$ cat src/rtl/gpo_pwm_pkg.sv
package gpo_pwm_pkg;
  localparam int DUTY_W  = 7;
  localparam int SLOPE_W = 4;
  localparam int PERIOD  = 1 << DUTY_W;

  typedef logic [DUTY_W-1:0]  duty_t;
  typedef logic [SLOPE_W-1:0] slope_t;

  typedef enum logic [1:0] {
    CMD_STATIC = 2'd0,
    CMD_TARGET = 2'd1,
    CMD_SLOPE  = 2'd2,
    CMD_EXEC   = 2'd3
  } gpo_cmd_e;

  // waveform level for one tick of the period
  function automatic logic pwm_high(duty_t tick, duty_t duty);
    return tick < duty;
  endfunction

  // one unit toward the target, or unchanged when already there
  function automatic duty_t step_toward(duty_t cur, duty_t tgt);
    if (cur < tgt) return cur + duty_t'(1);
    if (cur > tgt) return cur - duty_t'(1);
    return cur;
  endfunction

  // true when this boundary is the one on which a step is taken
  function automatic logic step_due(slope_t slope, slope_t div);
    return (slope == '0) || (div == slope - slope_t'(1));
  endfunction
endpackage

$ cat src/rtl/gpo_pwm_timebase.sv
module gpo_pwm_timebase
  import gpo_pwm_pkg::*;
(
  input  logic  clk,
  input  logic  rst_n,
  output duty_t cnt,
  output logic  boundary
);
  localparam duty_t LAST = duty_t'(PERIOD - 1);

  assign boundary = (cnt == LAST);

  always_ff @(posedge clk) begin
    if (!rst_n) cnt <= '0;
    else        cnt <= cnt + duty_t'(1);
  end
endmodule

$ cat src/rtl/gpo_pwm_cmd.sv
module gpo_pwm_cmd
  import gpo_pwm_pkg::*;
#(
  parameter int NCH = 4
) (
  input  logic                           clk,
  input  logic                           rst_n,
  input  logic                           wr_en,
  input  logic [1:0]                     wr_cmd,
  input  logic [1:0]                     wr_ch,
  input  logic [7:0]                     wr_data,
  output logic [NCH-1:0]                 lvl,
  output logic [NCH-1:0]                 mode,
  output logic [NCH-1:0][DUTY_W-1:0]     stg_tgt,
  output logic [NCH-1:0][SLOPE_W-1:0]    stg_slope,
  output logic [NCH-1:0]                 exec_mask
);
  localparam int MODE_LSB = 4;

  logic is_static, is_target, is_slope, is_exec;

  assign is_static = wr_en && (wr_cmd == CMD_STATIC);
  assign is_target = wr_en && (wr_cmd == CMD_TARGET);
  assign is_slope  = wr_en && (wr_cmd == CMD_SLOPE);
  assign is_exec   = wr_en && (wr_cmd == CMD_EXEC);

  assign exec_mask = is_exec ? wr_data[NCH-1:0] : '0;

  always_ff @(posedge clk) begin
    if (!rst_n) begin
      lvl  <= '0;
      mode <= '0;
    end else if (is_static) begin
      lvl  <= wr_data[NCH-1:0];
      mode <= wr_data[MODE_LSB +: NCH];
    end
  end

  for (genvar i = 0; i < NCH; i++) begin : g_stage
    logic hit;
    assign hit = (wr_ch == 2'(i));

    always_ff @(posedge clk) begin
      if (!rst_n) begin
        stg_tgt[i]   <= '0;
        stg_slope[i] <= '0;
      end else begin
        if (is_target && hit) stg_tgt[i]   <= wr_data[DUTY_W-1:0];
        if (is_slope  && hit) stg_slope[i] <= wr_data[SLOPE_W-1:0];
      end
    end
  end
endmodule

$ cat src/rtl/gpo_pwm_ramp_ch.sv
module gpo_pwm_ramp_ch
  import gpo_pwm_pkg::*;
(
  input  logic   clk,
  input  logic   rst_n,
  input  logic   boundary,
  input  logic   exec,
  input  duty_t  stg_tgt,
  input  slope_t stg_slope,
  output duty_t  duty,
  output duty_t  act_tgt,
  output slope_t act_slope,
  output logic   step_ev
);
  slope_t div;
  logic   moving;

  assign moving  = (duty != act_tgt);
  assign step_ev = boundary && !exec && moving && step_due(act_slope, div);

  always_ff @(posedge clk) begin
    if (!rst_n) begin
      duty      <= '0;
      act_tgt   <= '0;
      act_slope <= '0;
      div       <= '0;
    end else if (exec) begin
      act_tgt   <= stg_tgt;
      act_slope <= stg_slope;
      div       <= '0;
    end else if (boundary) begin
      if (!moving) begin
        div <= '0;
      end else if (act_slope == '0) begin
        duty <= act_tgt;
        div  <= '0;
      end else if (step_due(act_slope, div)) begin
        duty <= step_toward(duty, act_tgt);
        div  <= '0;
      end else begin
        div <= div + slope_t'(1);
      end
    end
  end
endmodule

$ cat src/rtl/gpo_pwm_ramp.sv
module gpo_pwm_ramp
  import gpo_pwm_pkg::*;
#(
  parameter int NCH     = 4,
  parameter int KS_PORT = NCH - 1
) (
  input  logic           clk,
  input  logic           rst_n,
  input  logic           wr_en,
  input  logic [1:0]     wr_cmd,
  input  logic [1:0]     wr_ch,
  input  logic [7:0]     wr_data,
  input  logic           keyscan_sel,
  output logic [NCH-1:0] port_out,
  output logic [NCH-1:0] port_oe
);
  duty_t                      cnt;
  logic                       boundary;
  logic [NCH-1:0]             lvl, mode, exec_mask, step_ev;
  logic [NCH-1:0][DUTY_W-1:0]  stg_tgt, duty_v, act_tgt;
  logic [NCH-1:0][SLOPE_W-1:0] stg_slope, act_slope;

  gpo_pwm_timebase u_tb (
    .clk      (clk),
    .rst_n    (rst_n),
    .cnt      (cnt),
    .boundary (boundary)
  );

  gpo_pwm_cmd #(.NCH(NCH)) u_cmd (
    .clk       (clk),
    .rst_n     (rst_n),
    .wr_en     (wr_en),
    .wr_cmd    (wr_cmd),
    .wr_ch     (wr_ch),
    .wr_data   (wr_data),
    .lvl       (lvl),
    .mode      (mode),
    .stg_tgt   (stg_tgt),
    .stg_slope (stg_slope),
    .exec_mask (exec_mask)
  );

  for (genvar i = 0; i < NCH; i++) begin : g_ch
    logic wave, released;

    gpo_pwm_ramp_ch u_ramp (
      .clk       (clk),
      .rst_n     (rst_n),
      .boundary  (boundary),
      .exec      (exec_mask[i]),
      .stg_tgt   (stg_tgt[i]),
      .stg_slope (stg_slope[i]),
      .duty      (duty_v[i]),
      .act_tgt   (act_tgt[i]),
      .act_slope (act_slope[i]),
      .step_ev   (step_ev[i])
    );

    if (i == KS_PORT) begin : g_shared
      assign released = keyscan_sel;
    end else begin : g_own
      assign released = 1'b0;
    end

    assign wave        = mode[i] ? pwm_high(cnt, duty_v[i]) : lvl[i];
    assign port_out[i] = wave && !released;
    assign port_oe[i]  = !released;
  end
endmodule

$ cat config.mk
export PLATFORM = sky130hd
export DESIGN_NAME = gpo_pwm_ramp
export DESIGN_NICKNAME = d
export VERILOG_FILES = /design/src/rtl/gpo_pwm_pkg.sv /design/src/rtl/gpo_pwm_timebase.sv /design/src/rtl/gpo_pwm_cmd.sv /design/src/rtl/gpo_pwm_ramp_ch.sv /design/src/rtl/gpo_pwm_ramp.sv
export SDC_FILE = /design/constraint.sdc
export NUM_CORES = 1
export LEC_CHECK = 0
export BUFFER_PORTS_ARGS = -buffer_cell sky130_fd_sc_hd__buf_4
export CAP_MARGIN = 20
export CORE_ASPECT_RATIO = 2
export CORE_UTILIZATION = 35
export CTS_BUF_LIST = sky130_fd_sc_hd__clkbuf_4
export CTS_CLUSTER_SIZE = 16
export DETAILED_ROUTE_END_ITERATION = 7
export PLACE_DENSITY = 0.58
export SLEW_MARGIN = 0
export SYNTH_ARGS = -nofsm -noshare
export SYNTH_HDL_FRONTEND = slang
export SYNTH_SLANG_ARGS = --single-unit
$ cat constraint.sdc
create_clock -name clk -period 3.9 [get_ports clk]
set_clock_uncertainty 0.05 [all_clocks]
set_input_delay 0.39 -clock clk [delete_from_list [all_inputs] [get_ports clk]]
set_output_delay 0.39 -clock clk [all_outputs]
set_load 0.02 [all_outputs]
==> summary.txt, run 1 <==
Clock network
  • CTS sink count: 147
  • Clk root buf: clkbuf_4
  • Setup bufs post-CTS: 0
  • Reg clk slew, reported paths: 130 ps
  • Max Root-Sink Buffers: 2
  • TritonCTS buffer count: 17
  • Clk Latency, worst-skew pair: 590 ps
  • CTS tree: built
  • Post-CTS Resized: 0
  • H-tree depth: 4
  • # hold bufs at CTS: 1

Setup path
  • Buf+Inv Stages, Crit Path: 2
  • FF-to-FF Start: u_tb.cnt[1]$_SDFF_PN0_
  • R2R Setup Slk: 890 ps
  • Crit path kind: reg2out
  • CP cell instances: inv_1 > ha_1 > a21o_1 > a21o_1 > a211oi_1 > o21bai_1 > a31oi_1 > buf_4
  • Cell mode on critical path: a21o_1
  • Max incr delay on CP: 460 ps
  • Critical path endpoint category: primary output
  • Max FO, Critical Path: 6
  • CP required: 3460 ps
  • CP arrival: 2790 ps
  • CP max-delay cell: dfxtp_1
  • Reg2reg end: g_ch[3].u_ramp.duty[4]$_SDFFE_PN0P_
  • Crit-path leading delay family: compound AO/OA/AOI/OAI gates
  • Cells on worst reg2reg path: 8
  • Startpoint Class: flop

Place
  • Port Buf Inserts: 20
  • DP Wirelength: 17300 µm
  • Final GP Congestion: 0.878
  • Post-DP Area: 9010 µm²

Synth
  • Cell area after synthesis: 8650 µm²
  • Top FF cell, synth: dfxtp_1
  • Post-synthesis sequential area ratio: 0.340
  • EDFF count, synth: 0
  • Number of library cell types mapped by synthesis: 70
  • Avg Inst Size Synth: 8.28 µm²
  • Synthesized flop and latch total: 147
  • Async set or reset register ratio after synthesis: 0
  • Synth Warn #: 0
  • Gate Count Post-Synth: 1044

Floorplanning
  • Placeable Area: 24300 µm²
  • Die extent in x: 113 µm
  • I/O pin total: 24
  • Die Ht: 224 µm
  • Site Rows: 81
  • Initial Utilization: 0.356
  • Die area: 25400 µm²

Timing
  • Setup_tns: 0 ps
  • Max-Slew Margin vs Limit: 0.362
  • Final Hold Violating Endpoints: 0
  • Fin crit share: 0.829
  • Slew @ Worst Pin: 958 ps
  • Slew Viols, Final: 0
  • Fin crit period: 3230 ps
  • Peak Freq: 0.309 GHz
  • Unrepaired setup endpoints after global routing: no
  • Endpoints failing setup: 0
  • WHS: 92.0 ps

Finish
  • Final Net Count: 1131
  • Design area: 9360 µm²
  • Most frequent cells in the layout: 147 x dfxtp_1, 140 x nand2_1, 102 x nor2_1
  • Layout cells sized above 1: 0.0739
  • Commonest non-fill, non-tap cell in the layout: dfxtp_1
  • Area grow syn2layout: 8.26%

Power
  • Leakage: 0.00366 µW
  • Total power: 2850 µW
  • Peak supply drop: 0.000142 V
  • PwrDens: 305 nW/µm²

Detailed routing
  • Routed WL: 23400 µm
  • Drt pass-1 iters: 5
  • Vias/cell: 5.51
  • DR WL/cell: 17.4 µm
  • Initial drt markers: 209
  • Remaining DRCs: 0
  • Routed via count: 7412
  • Final ANT Viol Nets: 0

Global route
  • Largest net degree at the start of global routing: 90
  • Grt ovf: 0
  • Total GRT Usage: 0.193
  • Global-route wire length before repair: 37700 µm
  • Initial antenna violation count: 1
  • Vias in the first global route: 7287

Hold path
  • Hold crit path type: in2reg
  • Hold EP: u_cmd.mode[0]$_SDFFE_PN0P_
  • Min-delay src: wr_data[4]
  • WHS Path Cells: 3

Job
  • Max-Cap Viols: 0

Status
  • Outcome: finished clean
[synthesized netlist by cell type, types with 6 or more instances]
library cell | n | share of area
dfxtp_1 | 147 | 0.34
nand2_1 | 140 | 0.061
nor2_1 | 102 | 0.044
ha_1 | 73 | 0.11
mux2i_1 | 73 | 0.085
a21oi_1 | 71 | 0.041
inv_1 | 62 | 0.027
clkbuf_1 | 40 | 0.017
nand3_1 | 40 | 0.023
nor3_1 | 27 | 0.016
nand4_1 | 26 | 0.019
o21ai_0 | 21 | 0.012
xnor2_1 | 19 | 0.019
a21o_1 | 16 | 0.014
a31oi_1 | 15 | 0.011
and2_1 | 13 | 0.0094
and3_1 | 10 | 0.0072
nand3b_1 | 9 | 0.0078
o211ai_1 | 9 | 0.0078
or4_1 | 8 | 0.0069
xor2_1 | 8 | 0.0081
nor4_1 | 7 | 0.0051
a211oi_1 | 6 | 0.0052
and4_1 | 6 | 0.0061
buf_4 | 6 | 0.0052
mux2_2 | 6 | 0.0078
nand2b_1 | 6 | 0.0043
[cell families after synthesis]
family,count (synthesis),share of synthesized area
AOI/OAI and AO/OA,192,0.149
xor gates and xnor gates,30,0.0352
adders and majority gates,73,0.106
buffers and inverters,115,0.0537
DFF,147,0.340
muxes,79,0.0923
other,1,0.000434
and+or+nand+nor,407,0.223
[flip-flops by register name, indices dropped and copies added, names as in the netlist]
signal                 count
g_ch.u_ramp.act_tgt       28
g_ch.u_ramp.duty          28
u_cmd.stg_tgt             28
u_tb.cnt                   7
u_cmd.lvl                  4
u_cmd.stg_slope           16
g_ch.u_ramp.div           16
g_ch.u_ramp.act_slope     16
u_cmd.mode                 4
[cell type report]
type                       instances  area (µm²)
antenna                            1        2.50
clock buffer                      21         158
clock inverter                    11         184
fill                            2506       15000
inverter                          63         239
multi-input combinational        784        5250
sequential                       147        2940
tap                              290         363
timing repair buffer              29         220
[routing by layer]
| layer | GRT usage | wire length (µm) |
|---|---|---|
| met5 | 0 | 0 |
| met4 | 0.123 | 1290 |
| met3 | 0.0294 | 547 |
| met2 | 0.369 | 12800 |
| met1 | 0.190 | 8790 |
[power by group]
part / switching [µW] / internal (µW) / total (µW) / leakage, µW
registers: 11.5 / 1510 / 1520 / 0.00119
logic: 106 / 58.7 / 165 / 0.00230
clock network: 569 / 596 / 1160 / 0.000183
[tightest hold or removal path, cell delays in order]
cell and delay (ps):
buf_4 150, mux2i_1 80, nor2_1 70
[worst max-delay path by stage]
stage	startpoint	to	slack [ps]	cells past startpoint
5_1_grt	g_ch[2].u_ramp.duty[1]$_SDFFE_PN0P_	port_out[2]	550	8
2_1_floorplan	g_ch[3].u_ramp.act_tgt[6]$_SDFFE_PN0P_	g_ch[3].u_ramp.duty[4]$_SDFFE_PN0P_	1300	8
3_5_place_dp	u_tb.cnt[1]$_SDFF_PN0_	g_ch[3].u_ramp.duty[4]$_SDFFE_PN0P_	930	8
4_1_cts	g_ch[2].u_ramp.duty[1]$_SDFFE_PN0P_	port_out[2]	640	8
6_report	g_ch[2].u_ramp.duty[1]$_SDFFE_PN0P_	port_out[2]	670	8
3_3_place_gp	u_tb.cnt[1]$_SDFF_PN0_	g_ch[1].u_ramp.duty[0]$_SDFFE_PN0P_	1080	8
[per-stage QoR]
| step | utilization | std cells | worst slack, ps |
|---|---|---|---|
| 6_report | 0.385 | 1346 | 668 |
| 5_1_grt | 0.385 | 1346 | 546 |
| 4_1_cts | 0.385 | 1345 | 638 |
| 3_5_place_dp | 0.370 | 1312 | 931 |
| 3_3_place_gp | 0.370 | 1312 | 1080 |
| 2_1_floorplan | - | 1046 | 1300 |
Note: power is estimated with default switching activity, not from simulation.
==> inputs of run 2 (changes only) <==
PLACE_DENSITY = 0.6   (was 0.58)
clock period = 2.8 ns   (was 3.9 ns; I/O delays follow)
==> run 2 against run 1 <==
Effect of this change: wire length is 0.12% lower; combinational power up 56%; via count increased by 1.8%; register-to-register slack got worse by 650 ps; critical path depth did not move; cell area is 2.6% higher; clock power rose by 13%; hold slack worse by 35 ps; non-clock buffer count grew 33; count of clock-buffer cells in the layout is 2 lower; sequential cell count did not move; setup slack worse by 550 ps; critical endpoint is now port_out[3].
==> summary.txt, run 2 (synthesized netlist as in run 1, its figures left out) <==
Place
  • DP Wirelength: 17500 µm (+1.2%)
  • Final GP Congestion: 0.871 (-0.82%)
  • Post-Place Cells: 1338 (+2.0%)
  • Post-Place Setup Slack: 151 ps (-780 ps)
  • Port Buf Inserts: 20 (unchanged)

Timing
  • PnR worst setup slack: 123 ps (-545 ps)
  • Final Hold Violating Endpoints: 0 (unchanged)
  • Peak Freq: 0.374 GHz
  • Max-Slew Margin vs Limit: 0.450 (+0.0886)
  • WHS: 56.9 ps (-35.1 ps)
  • Endpoints failing setup: 0 (unchanged)
  • Slew Viols, Final: 0 (unchanged)
  • Fin crit share: 0.956
  • Slew @ Worst Pin: 822 ps (-136 ps)
  • Unrepaired setup endpoints after global routing: yes
  • Fin crit period: 2680 ps

Power
  • PwrDens: 383 nW/µm² (+26%)
  • Peak supply drop: 0.000264 V (+86%)
  • Leakage: 0.00381 µW (+4.0%)
  • Total power: 3680 µW (+29%)

Floorplanning
  • Die extent in x: 113 µm (unchanged)
  • Die Ht: 224 µm (unchanged)
  • Initial Utilization: 0.356 (unchanged)
  • Die area: 25400 µm² (unchanged)
  • I/O pin total: 24 (unchanged)
  • Placeable Area: 24300 µm² (unchanged)
  • Site Rows: 81 (unchanged)

Finish
  • Most frequent cells in the layout: 140 x nand2_1, 138 x dfxtp_1, 102 x nor2_1
  • Final core occ: 0.395 (+0.00998)
  • Layout cells sized above 1: 0.116 (+0.0420)
  • Commonest non-fill, non-tap cell in the layout: nand2_1
  • Top flop regs: g_ch.u_ramp.act_tgt: 28 flops, g_ch.u_ramp.duty: 28 flops, u_cmd.stg_tgt: 28 flops
  • Area grow syn2layout: 11.1%
  • Post-route insts no fill: 1378 (+2.4%)
  • Final Net Count: 1164 (+2.9%)

Detailed routing
  • Final ANT Viol Nets: 0 (unchanged)
  • Routed via count: 7547 (+1.8%)
  • Initial drt markers: 231 (+11%)
  • Vias/cell: 5.48 (-0.54%)
  • Routed WL: 23400 µm (-0.12%)
  • Drt pass-1 iters: 4 (-1)
  • DR WL/cell: 17.0 µm (-2.4%)
  • Remaining DRCs: 0 (unchanged)

Setup path
  • Critical path endpoint category: primary output
  • CP arrival: 2350 ps (-440 ps)
  • Max FO, Critical Path: 6 (unchanged)
  • CP required: 2470 ps (-990 ps)
  • CP startpoint: g_ch[3].u_ramp.duty[1]$_SDFFE_PN0P_
  • Startpoint Class: flop
  • FF-to-FF Start: g_ch[3].u_ramp.duty[4]$_SDFFE_PN0P_
  • Crit path kind: reg2out

Clock network
  • TritonCTS buffer count: 17 (unchanged)
  • Clk Latency, worst-skew pair: 590 ps (about the same)
  • Reg clk slew, reported paths: 130 ps (about the same)
  • CTS tree: built
  • CTS sink count: 147 (unchanged)
  • Max Root-Sink Buffers: 2 (unchanged)
  • Clk root buf: clkbuf_4
  • H-tree depth: 4 (unchanged)

Hold path
  • Min-delay src: wr_data[3]
  • Hold crit path type: in2reg

Global route
  • Vias in the first global route: 7580 (+4.0%)
  • Initial antenna violation count: 1 (unchanged)
  • Grt ovf: 0 (unchanged)
  • Global-route wire length before repair: 37900 µm (+0.64%)
  • Total GRT Usage: 0.194 (+0.000674)
  • Largest net degree at the start of global routing: 42 (-53%)

Job
  • Max-Cap Viols: 0 (unchanged)

Status
  • Outcome: finished clean
## run 2: timing repair
| action | in CTS | in global routing |
|---|---|---|
| gates resized for setup | 15 | 13 |
| buffers inserted | 2 | 1 |
| endpoints found under the hold margin | 18 | 0 |
| hold buffers | 6 | 0 |
| pin swaps | 6 | 2 |
| endpoints found under the setup margin | 4 | 6 |
## run 2: report_power, final
part	switching [µW]	internal, µW	total (µW)
clock network	777	530	1310
registers	13.8	2100	2120
logic	161	97.2	258
total	952	2730	3680
## run 2: cell type report
type | count | area (µm²)
sequential | 147 | 2970
fill | 2494 | 14700
clock inverter | 12 | 116
multi-input combinational | 784 | 5290
antenna | 1 | 2.50
tap | 290 | 363
clock buffer | 19 | 143
inverter | 63 | 239
timing repair buffer | 62 | 480
## run 2: metrics by stage
step	TNS, ps	cell area (µm²)
after detailed placement	0	9200
after global routing	-61.7	9600
final	0	9600
after global placement	0	9200
after floorplan	0	8650
after CTS	0	9560
## run 2: path summary, 6_finish.rpt
path / end / slack [ps] / cells past startpoint
worst max-delay path: port_out[3] / 120 / 8
worst max register to register: g_ch[3].u_ramp.duty[3]$_SDFFE_PN0P_ / 240 / 7
worst min-delay path: u_cmd.stg_slope[15]$_SDFFE_PN0P_ / 60 / 3
worst min register to register: g_ch[0].u_ramp.act_tgt[1]$_SDFFE_PN0P_ / 390 / 2
## run 2: worst max-delay path, cell delays in order (launching register included)
cell,delay (ps)
dfxtp_4,410
inv_1,90
ha_1,270
a21o_1,150
a21o_1,180
a211oi_2,200
o21ai_0,130
a21oi_1,160
buf_4,170
## run 2: per-layer routing
metal	global-route usage	vias to the layer above	wire [µm]
met5	0	-	0
li1	-	3748	-
met3	0.0321	86	594
met1	0.185	3566	8680
met2	0.363	147	12400
met4	0.146	0	1670
==> inputs of run 3 (changes only) <==
PLACE_DENSITY = 0.58   (was 0.6)
clock period = 2.7 ns   (was 2.8 ns; I/O delays follow)
==> run 3 against run 2 <==
Effect of this change: sequential power up 3%; hold slack improved by 110 ps; sequential cell count unchanged; critical path type unchanged; critical endpoint is now port_out[1].
==> summary.txt, run 3 (synthesized netlist as in run 1, its figures left out) <==
Global route
  • Initial antenna violation count: 1 (unchanged)
  • Vias in the first global route: 7457 (-1.6%)
  • Largest net degree at the start of global routing: 50 (+19%)
  • Total GRT Usage: 0.194 (+0.000444)
  • Global-route wire length before repair: 38000 µm (+0.31%)
  • Grt ovf: 0 (unchanged)

Finish
  • Post-route insts no fill: 1403 (+1.8%)
  • Area grow syn2layout: 14.5%
  • Most frequent cells in the layout: 140 x nand2_1, 138 x dfxtp_1, 102 x nor2_1
  • Final Net Count: 1188 (+2.1%)
  • Top flop regs: g_ch.u_ramp.act_tgt: 28 flops, g_ch.u_ramp.duty: 28 flops, u_cmd.stg_tgt: 28 flops
  • Layout cells sized above 1: 0.138 (+0.0226)
  • Final core occ: 0.407 (+0.0122)
  • Commonest non-fill, non-tap cell in the layout: nand2_1

Clock network
  • CTS tree: built
  • Clk root buf: clkbuf_4
  • Clk Latency, worst-skew pair: 610 ps (+20 ps)
  • Reg clk slew, reported paths: 130 ps (about the same)
  • H-tree depth: 4 (unchanged)
  • CTS sink count: 147 (unchanged)
  • TritonCTS buffer count: 17 (unchanged)
  • Max Root-Sink Buffers: 2 (unchanged)

Hold path
  • WHS Path Cells: 5 (+2)
  • Hold EP: u_cmd.mode[0]$_SDFFE_PN0P_
  • Hold crit path type: in2reg
  • Min-delay src: wr_cmd[0]

Detailed routing
  • Drt pass-1 iters: 4 (unchanged)
  • Initial drt markers: 378 (+64%)
  • Remaining DRCs: 0 (unchanged)
  • Routed WL: 23500 µm (+0.80%)
  • Routed via count: 7613 (+0.87%)
  • Final ANT Viol Nets: 0 (unchanged)
  • Vias/cell: 5.43 (-0.92%)
  • DR WL/cell: 16.8 µm (-1.0%)

Power
  • Leakage: 0.00393 µW (+3.2%)
  • Peak supply drop: 0.000255 V (-3.1%)
  • Total power: 3950 µW (+7.3%)
  • PwrDens: 399 nW/µm² (+4.1%)

Timing
  • Peak Freq: 0.375 GHz
  • Unrepaired setup endpoints after global routing: yes
  • Setup_tns: 0 ps (unchanged)
  • WHS: 170 ps (+113 ps)
  • Final Hold Violating Endpoints: 0 (unchanged)
  • Fin crit share: 0.989
  • Slew Viols, Final: 0 (unchanged)
  • Endpoints failing setup: 0 (unchanged)
  • Fin crit period: 2670 ps
  • Max-Slew Margin vs Limit: 0.456 (+0.00570)
  • Slew @ Worst Pin: 811 ps (-11.0 ps)

Setup path
  • FF-to-FF Start: u_tb.cnt[1]$_SDFF_PN0_
  • Max FO, Critical Path: 3 (-3)
  • Cells on worst reg2reg path: 11 (+4)
  • CP required: 2380 ps (-90 ps)
  • Critical path endpoint category: primary output
  • Crit path kind: reg2out
  • Startpoint Class: flop
  • R2R Setup Slk: 90 ps (-150 ps)
  • CP arrival: 2350 ps (about the same)
  • Reg2reg end: g_ch[0].u_ramp.duty[3]$_SDFFE_PN0P_

Status
  • Outcome: finished clean

Job
  • Max-Cap Viols: 0 (unchanged)

Floorplanning
  • Die area: 25400 µm² (unchanged)
  • Initial Utilization: 0.356 (unchanged)
  • Die Ht: 224 µm (unchanged)
  • I/O pin total: 24 (unchanged)
  • Die extent in x: 113 µm (unchanged)
  • Placeable Area: 24300 µm² (unchanged)
  • Site Rows: 81 (unchanged)

Place
  • Post-Place Cells: 1355 (+1.3%)
  • Port Buf Inserts: 20 (unchanged)
  • DP Wirelength: 17900 µm (+2.4%)
  • Final GP Congestion: 0.912 (+4.6%)
==> run 3: report_power, final <==
group	switching, µW	internal, µW	total (µW)
clock network	834	628	1460
registers	11.9	2180	2190
logic	174	119	293
==> run 3: cell type report <==
type                            count  area [µm²]
Fill cell                        2537       14400
Timing Repair Buffer               86         679
Multi-Input combinational cell    784        5350
Clock buffer                       17         128
Sequential cell                   147        2970
Tap cell                          290         363
Clock inverter                     15         166
Antenna cell                        1        2.50
Inverter                           63         245
==> run 3: timing repair <==
item                       in CTS  in global routing
resized for setup              26                 13
cloned                          0                  0
setup endpoints to repair       4                  5
buffers inserted                3                  3
pin swaps                      18                  7
hold endpoints to repair       45                  0
hold buffers                    9                  0
==> run 3: per-stage QoR <==
step	cell area, µm²	setup WS, ps
after CTS	9830	-10.6
after floorplan	8650	104
final	9900	30.6
after global placement	9330	116
after detailed placement	9330	46.0
after global routing	9900	-130
==> run 3: layer usage <==
| metal | vias to the layer above | share of wire | global-route usage |
|---|---|---|---|
| met1 | 3629 | 0.38 | 0.185 |
| met3 | 65 | 0.023 | 0.0313 |
| li1 | 3791 | - | - |
| met2 | 128 | 0.54 | 0.374 |
| met4 | 0 | 0.057 | 0.128 |
| met5 | - | 0 | 0 |
==> run 3: worst max-delay path by stage <==
stage	startpoint	to	slack, ps	depth (start not counted)
CTS	g_ch[0].u_ramp.duty[1]$_SDFFE_PN0P_	port_out[0]	-10	8
finish	u_tb.cnt[1]$_SDFF_PN0_	port_out[1]	30	8
floorplan	g_ch[3].u_ramp.act_tgt[6]$_SDFFE_PN0P_	g_ch[3].u_ramp.duty[4]$_SDFFE_PN0P_	100	8
detailed placement	g_ch[3].u_ramp.act_tgt[6]$_SDFFE_PN0P_	g_ch[3].u_ramp.duty[4]$_SDFFE_PN0P_	50	8
global route	g_ch[0].u_ramp.duty[1]$_SDFFE_PN0P_	port_out[0]	-130	8
global placement	g_ch[3].u_ramp.act_tgt[6]$_SDFFE_PN0P_	g_ch[3].u_ramp.duty[4]$_SDFFE_PN0P_	120	8
==> run 3: worst max-delay path, cell delays in order, from the launching register on <==
cell      delay, ps
dfxtp_4         380
buf_6           130
ha_4            210
a21o_1          170
a21o_1          160
a211oi_2        170
o21bai_1        100
a31oi_2         240
buf_4           180
